--- src/rtl/bct_pkg.sv ---
package bct_pkg;

   typedef enum logic [2:0] {
      ST_IDLE,
      ST_DEAD,
      ST_TX_WORD,
      ST_TX_GAP,
      ST_HOLD,
      ST_WAIT,
      ST_RX,
      ST_DONE
   } bct_state_e;

   function automatic int bct_max(input int a, input int b);
      return (a > b) ? a : b;
   endfunction

endpackage

--- src/rtl/bct_interval.sv ---
module bct_interval #(
   parameter int CW = 5
) (
   input  logic          clk,
   input  logic          rst_n,
   input  logic          clr,
   input  logic          tick,
   output logic [CW-1:0] cnt
);
   localparam logic [CW-1:0] CNT_TOP = {CW{1'b1}};

   generate
      if (CW < 2) begin : g_bad_width
         $error("bct_interval: CW must be at least 2");
      end
   endgenerate

   always_ff @(posedge clk) begin
      if (!rst_n)
         cnt <= '0;
      else if (clr)
         cnt <= '0;
      else if (tick && cnt != CNT_TOP)
         cnt <= cnt + 1'b1;
   end

endmodule

--- src/rtl/bct_word_ctr.sv ---
module bct_word_ctr #(
   parameter int NWORD_W = 5
) (
   input  logic               clk,
   input  logic               rst_n,
   input  logic               load,
   input  logic [NWORD_W-1:0] nwords,
   input  logic               dec,
   output logic               last
);
   logic [NWORD_W-1:0] left;

   generate
      if (NWORD_W < 1) begin : g_bad_nword
         $error("bct_word_ctr: NWORD_W must be at least 1");
      end
   endgenerate

   always_ff @(posedge clk) begin
      if (!rst_n)
         left <= '0;
      else if (load)
         left <= (nwords == '0) ? NWORD_W'(1) : nwords;
      else if (dec && left != '0)
         left <= left - 1'b1;
   end

   assign last = (left <= NWORD_W'(1));

   AST_NO_UNDERFLOW: assert property (@(posedge clk) disable iff (!rst_n)
      dec |-> (left != '0)) else $error("word counter underflow");

endmodule

--- src/rtl/bct_txn_timer.sv ---
module bct_txn_timer
   import bct_pkg::*;
#(
   parameter int DEAD_TICKS    = 8,
   parameter int GAP_TICKS     = 3,
   parameter int HOLD_TICKS    = 3,
   parameter int REPLY_TICKS   = 5,
   parameter int TIMEOUT_TICKS = 8,
   parameter int RX_TICKS      = 17,
   parameter int NWORD_W       = 5
) (
   input  logic               clk,
   input  logic               rst_n,
   input  logic               tick,
   input  logic               start,
   input  logic [NWORD_W-1:0] nwords,
   input  logic               word_done,
   input  logic               rx_start,
   output logic               tx_en,
   output logic               drv_hold,
   output logic               rx_en,
   output logic               busy,
   output logic               done,
   output logic               no_data,
   output logic               early_err
);
   localparam int MAX_TICKS = bct_max(bct_max(bct_max(DEAD_TICKS, GAP_TICKS),
                                              bct_max(HOLD_TICKS, REPLY_TICKS)),
                                      bct_max(TIMEOUT_TICKS, RX_TICKS));
   localparam int CW = $clog2(MAX_TICKS + 2);

   localparam logic [CW-1:0] DEAD_LAST    = CW'(DEAD_TICKS - 1);
   localparam logic [CW-1:0] GAP_LAST     = CW'(GAP_TICKS - 1);
   localparam logic [CW-1:0] HOLD_LAST    = CW'(HOLD_TICKS - 1);
   localparam logic [CW-1:0] REPLY_AT     = CW'(REPLY_TICKS);
   localparam logic [CW-1:0] TIMEOUT_LAST = CW'(TIMEOUT_TICKS - 1);
   localparam logic [CW-1:0] RX_LAST      = CW'(RX_TICKS - 1);

   generate
      if (DEAD_TICKS < 1 || GAP_TICKS < 1 || HOLD_TICKS < 1 || RX_TICKS < 1) begin : g_bad_span
         $error("bct_txn_timer: every interval needs at least one tick");
      end
      if (HOLD_TICKS > REPLY_TICKS) begin : g_bad_hold
         $error("bct_txn_timer: hold must end no later than the reply instant");
      end
      if (REPLY_TICKS >= TIMEOUT_TICKS) begin : g_bad_timeout
         $error("bct_txn_timer: timeout must come after the reply instant");
      end
   endgenerate

   bct_state_e    st, st_nx;
   logic [CW-1:0] cnt;
   logic          cnt_clr;
   logic          accept;
   logic          timeout_hit;
   logic          early_hit;
   logic          pending;
   logic          last_word;

   always_comb begin
      st_nx       = st;
      accept      = 1'b0;
      timeout_hit = 1'b0;
      early_hit   = 1'b0;
      case (st)
         ST_IDLE:    if (start || pending) begin
                        st_nx  = ST_DEAD;
                        accept = 1'b1;
                     end
         ST_DEAD:    if (tick && cnt == DEAD_LAST) st_nx = ST_TX_WORD;
         ST_TX_WORD: if (word_done) st_nx = last_word ? ST_HOLD : ST_TX_GAP;
         ST_TX_GAP:  if (tick && cnt == GAP_LAST) st_nx = ST_TX_WORD;
         ST_HOLD:    if (tick && cnt == HOLD_LAST) st_nx = ST_WAIT;
         ST_WAIT:    if (rx_start) begin
                        st_nx     = ST_RX;
                        early_hit = (cnt < REPLY_AT);
                     end else if (tick && cnt == TIMEOUT_LAST) begin
                        st_nx       = ST_DONE;
                        timeout_hit = 1'b1;
                     end
         ST_RX:      if (tick && cnt == RX_LAST) st_nx = ST_DONE;
         ST_DONE:    st_nx = ST_IDLE;
         default:    st_nx = ST_IDLE;
      endcase
   end

   // the hold and the wait share one elapsed count from the last word
   assign cnt_clr = (st_nx != st) && (st != ST_HOLD);

   always_ff @(posedge clk) begin
      if (!rst_n) begin
         st        <= ST_IDLE;
         pending   <= 1'b0;
         no_data   <= 1'b0;
         early_err <= 1'b0;
      end else begin
         st <= st_nx;
         if (accept)
            pending <= 1'b0;
         else if (start && st != ST_IDLE)
            pending <= 1'b1;
         if (accept)
            no_data <= 1'b0;
         else if (timeout_hit)
            no_data <= 1'b1;
         if (accept)
            early_err <= 1'b0;
         else if (early_hit)
            early_err <= 1'b1;
      end
   end

   bct_interval #(.CW(CW)) u_cnt (
      .clk   (clk),
      .rst_n (rst_n),
      .clr   (cnt_clr),
      .tick  (tick),
      .cnt   (cnt)
   );

   bct_word_ctr #(.NWORD_W(NWORD_W)) u_words (
      .clk    (clk),
      .rst_n  (rst_n),
      .load   (accept),
      .nwords (nwords),
      .dec    (st == ST_TX_WORD && word_done),
      .last   (last_word)
   );

   assign tx_en    = (st == ST_TX_WORD);
   assign drv_hold = (st == ST_HOLD);
   assign rx_en    = (st == ST_WAIT) || (st == ST_RX);
   assign busy     = (st != ST_IDLE);
   assign done     = (st == ST_DONE);

   AST_DEAD_SPAN: assert property (@(posedge clk) disable iff (!rst_n)
      (st == ST_TX_WORD && $past(st) == ST_DEAD) |-> ($past(tick) && $past(cnt) == DEAD_LAST))
      else $error("dead time ended off count");
   AST_HOLD_TO_RX: assert property (@(posedge clk) disable iff (!rst_n)
      $fell(drv_hold) |-> rx_en) else $error("hold not followed by receive");
   AST_RX_AFTER_HOLD: assert property (@(posedge clk) disable iff (!rst_n)
      $rose(rx_en) |-> $past(drv_hold)) else $error("receive without hold");
   AST_NODATA_WINDOW: assert property (@(posedge clk) disable iff (!rst_n)
      $rose(no_data) |-> ($past(tick) && $past(cnt) == TIMEOUT_LAST))
      else $error("no-data off timeout");
   AST_EARLY_ONLY_SHORT: assert property (@(posedge clk) disable iff (!rst_n)
      $rose(early_err) |-> ($past(rx_start) && $past(cnt) < REPLY_AT))
      else $error("early flag without early reply");
   AST_PEND_SERVED: assert property (@(posedge clk) disable iff (!rst_n)
      (pending && st == ST_IDLE) |=> (st == ST_DEAD)) else $error("held request lost");
   AST_ONE_DRIVER: assert property (@(posedge clk) disable iff (!rst_n)
      $onehot0({tx_en, drv_hold, rx_en})) else $error("line controls overlap");

endmodule

--- config.mk ---
export PLATFORM = sky130hd
export DESIGN_NAME = bct_txn_timer
export DESIGN_NICKNAME = d
export VERILOG_FILES = /design/src/rtl/bct_pkg.sv /design/src/rtl/bct_interval.sv /design/src/rtl/bct_word_ctr.sv /design/src/rtl/bct_txn_timer.sv
export SDC_FILE = /design/constraint.sdc
export NUM_CORES = 1
export LEC_CHECK = 0
export BUFFER_PORTS_ARGS = -buffer_cell sky130_fd_sc_hd__buf_2
export CAP_MARGIN = 20
export CORE_MARGIN = 2
export CORE_UTILIZATION = 43
export CTS_BUF_LIST = sky130_fd_sc_hd__clkbuf_8
export CTS_CLUSTER_DIAMETER = 60
export DETAILED_ROUTE_END_ITERATION = 16
export GPL_TIMING_DRIVEN = 0
export SLEW_MARGIN = 5
export SYNTH_ARGS = -nofsm -noshare
export SYNTH_HDL_FRONTEND = slang
export SYNTH_HIERARCHICAL = 1
export SYNTH_SLANG_ARGS = --single-unit
--- constraint.sdc ---
create_clock -name clk -period 5.9 [get_ports clk]
set_input_delay 0.59 -clock clk [delete_from_list [all_inputs] [get_ports clk]]
set_output_delay 0.59 -clock clk [all_outputs]
set_load 0.05 [all_outputs]
==> qor.csv <==
stage;metric;value;unit
timing;Setup TNS Final;0;ns
logic_synthesis;most numerous cell types in the synthesized netlist;sky130_fd_sc_hd__dfxtp_1, sky130_fd_sc_hd__nand2_1, sky130_fd_sc_hd__a21oi_1;
logic_synthesis;number of flops mapped to enable cells by yosys;0;
cells_and_area;Net count, final;164;
logic_synthesis;count leader, synth;sky130_fd_sc_hd__dfxtp_1;
die;Die ar.;0.00284;mm2
logic_synthesis;register bit total from synthesis;16;
timing;maximum frequency from static timing analysis;449;MHz
global_routing;via count of the first global-routing pass;881;
clock_network;TritonCTS clock tree;done;
clock_network;number of hold-repair buffers added at the cts stage;0;
setup_path;CP max FO;5;
routing;drc violations;0;
routing;Detail Route Antenna Nets;0;
global_routing;Global Route Usage Sum;18.6;%
logic_synthesis;total of warnings raised by yosys;6;
clock_network;clock slew at the register clock pins of the worst setup and hold paths;0.06;ns
die;Die Y;53.3;um
setup_path;largest delay contributor family on the critical path;simple AND/OR/NAND/NOR gates;
setup_path;type of element launching the critical path;register;
setup_path;worst path bufs/invs;1;
die;floorplan row count;17;
logic_synthesis;cell type with the highest aggregate area in the netlist;sky130_fd_sc_hd__dfxtp_1;
routing;average via count per standard cell;5.61;
timing;worst clock skew on the final layout;0.00144;ns
pwr;register share of total power;48.1;%
clock_network;Bufs on Longest Clock Path;2;
timing;actual transition at the worst max-transition pin;0.486;ns
die;area of the placeable core;0.00225;mm2
cells_and_area;area of the multi-input gates;659;um2
timing;final setup fails;0;
pwr;net load switching power;68.9;uW
die;initial core utilization;46.3;%
clock_network;Num Clock Sinks;16;
setup_path;ordered cell list for the critical path;inv_1 > ha_1 > a21oi_1 > nor4_1 > nand2_1 > o21ai_0 > mux2_2 > nand2_1 > a221o_1 > nand2b_1 > a21oi_1;
logic_synthesis;number of distinct library cells after synthesis;48;
timing;pins over their slew limit;0;
timing;number of hold violations in the final report;0;
cells_and_area;area occupied by registers;320;um2
setup_path;highest-delay cell along the critical path;sky130_fd_sc_hd__nor4_1;
pwr;share of power burned in the clock network;32.3;%
timing;setup repair after global routing missed its margin;no;
setup_path;WP data required;6.08;ns
cells_and_area;count of placed standard cells in the final layout, fillers left out;175;
global_routing;Overflow after GRT;0;
logic_synthesis;dominant register cell in the synthesized netlist;sky130_fd_sc_hd__dfxtp_1;
pwr;switching part of the total;27.8;%
routing;number of detailed-route iterations in the first pass;4;
setup_path;largest incremental delay on the critical path;0.38;ns
hold_path;HP Start;no_data;
pwr;Lkg Pwr;0.000489;uW
routing;number of design-rule violations left by the first detailed-router iteration;36;
clock_network;cells resized by post-CTS repair;0;
timing;time the worst path needs with I/O delays and setup;2.23;ns
clock_network;total number of H-tree levels;1;
outcome;result of the run;finished, final reports clean;
clock_network;clock insertion delay at the later pin of the skew report;0.24;ns
clock_network;Num CTS Buffers;3;
pwr;maximum ir drop on the vdd rail;0.110;mV
place;Final GP Congestion;0.805;
global_routing;initial antenna violation count;0;
global_routing;global-route wire length before repair;3800;um
place;post-detail-place hpwl;1690;um
logic_synthesis;Post-Syn Nets;142;
place;input/output buffers;17;
cells_and_area;final-layout fill cell count;242;
setup_path;type of the worst setup path;register to register;
cells_and_area;fraction of final layout cells with drive strength greater than 1;21.8;%
setup_path;kind of capture point of the worst setup path;register;
setup_path;RR Startpoint;u_words/left[1];
cells_and_area;area added between synthesis and finish;15.5;%
logic_synthesis;Mean Syn Cell Area;8.22;um2
clock_network;master cell of the clock root buffer;sky130_fd_sc_hd__clkbuf_8;
place;placed instance count;172;
logic_synthesis;area fraction of the dominant cell type after synthesis;30.7;%
logic_synthesis;cells taking the most area after synthesis;sky130_fd_sc_hd__dfxtp_1, sky130_fd_sc_hd__a21oi_1, sky130_fd_sc_hd__ha_1;
cells_and_area;n_diodes;0;
pwr;part of the total power dissipated in combinational logic;19.6;%
setup_path;arrival time reported for the critical path endpoint;2.40;ns
logic_synthesis;synthesized area;0.00104;mm2
pwr;Internal Pwr Total;179;uW
timing;Tcrit/Tclk final;37.7;%
hold_path;min-delay worst type;register to register;
run;max-cap violation count;0;
timing;worst slew margin relative to its limit;67.3;%
routing;sum of routed wire length over all layers;2250;um
global_routing;pin count of the biggest net entering global routing;11;
die;I/O pin count;18;
die;x dimension of the die;53.3;um
setup_path;worst setup path startpoint;u_words/left[1];
logic_synthesis;share of flip-flops with an asynchronous set or reset;0;%
routing;via count of the routed design;982;
pwr;Power Density;205;mW/mm2
logic_synthesis;synthesized instance count;127;
clock_network;Post-CTS Repair Setup Buffers;0;
routing;average routed wire per standard cell;12.8;um
logic_synthesis;post-synthesis sequential area ratio;30.7;%
## path summary, 6_finish.rpt
check                                     to  slack, ns  depth (start not counted)
worst max-delay path            u_cnt/cnt[1]       3.67                         11
worst min-delay path                 no_data       0.44                          2
worst max register to register  u_cnt/cnt[1]       3.67                         11
worst min register to register       no_data       0.44                          2
## layer usage
metal	vias up	part of all wire [%]	routed length (um)	GRT usage, %
met2	25	41	912	26.5
met3	2	4.6	104	3.39
met5	-	0	0	0
met4	0	0.71	16	7.69
li1	507	-	-	-
met1	448	54	1220	26.9
## power by group through the flow
| stage | combinational [uW] | sequential, uW | clock [uW] |
|---|---|---|---|
| finish | 48.4 | 119 | 79.9 |
| CTS | 47.9 | 119 | 84.0 |
| floorplan | 35.1 | 120 | 0 |
| detailed placement | 47.4 | 122 | 0 |
| global route | 53.8 | 120 | 88.3 |
| global placement | 47.3 | 121 | 0 |
## layout by cell type, fill, tap and decap left out, drive strengths merged, types with 2 or more instances in the layout
master	synthesis	final
o21a	2	2
ha	4	4
nor2	9	9
dfxtp	16	16
or2	2	2
nand3	6	6
clkbuf	1	4
nand3b	3	3
a21oi	11	11
nor3	3	3
nand2	12	12
o21ai	6	6
or4b	2	2
nand4	3	3
nand2b	2	2
nor3b	3	3
buf	4	21
inv	9	9
nor4	3	3
or3	2	2
nor2b	2	2
## cells by family (layout without fill, tap and decap cells)
group           after synthesis  count (layout)  synth area share [%]
xor+xnor                      2               2                  1.68
mux                           2               2                  2.04
buf+inv                      14              34                  6.11
fa+ha+maj                     4               4                  4.80
simple gates                 60              60                  36.2
flops                        16              16                  30.7
compound gates               29              29                  18.5
## tightest hold or removal path, delay by kind of cell (launching register included)
kind                   cells  cell delay [ns]
DFF                        1             0.30
buffers and inverters      1             0.04
AOI/OAI and AO/OA          1             0.05
## through the flow
stage               hold WS (ns)  area (um2)  setup slack [ns]  util, %  power [uW]
floorplan                  0.463        1040              3.14        -         155
global placement           0.431        1160              3.70     51.6         169
global route               0.490        1200              3.45     53.4         262
finish                     0.437        1200              3.67     53.4         247
detailed placement         0.435        1160              3.74     51.6         169
CTS                        0.445        1200              3.72     53.4         251
## layout make-up
cell class                 instances  share of cell area (%)
timing repair buffer              17                    7.06
sequential                        16                    26.6
clock buffer                       3                    3.43
tap                               28                    2.91
multi-input combinational         97                    54.7
inverter                           9                    2.80
buffer                             5                    2.49
## sequential cells by signal, summed over array words and instances, names as in the netlist
signal	count
early_err	1
no_data	1
pending	1
st	3
u_cnt/cnt	5
u_words/left	5
Power figures use the tool's default switching activity.
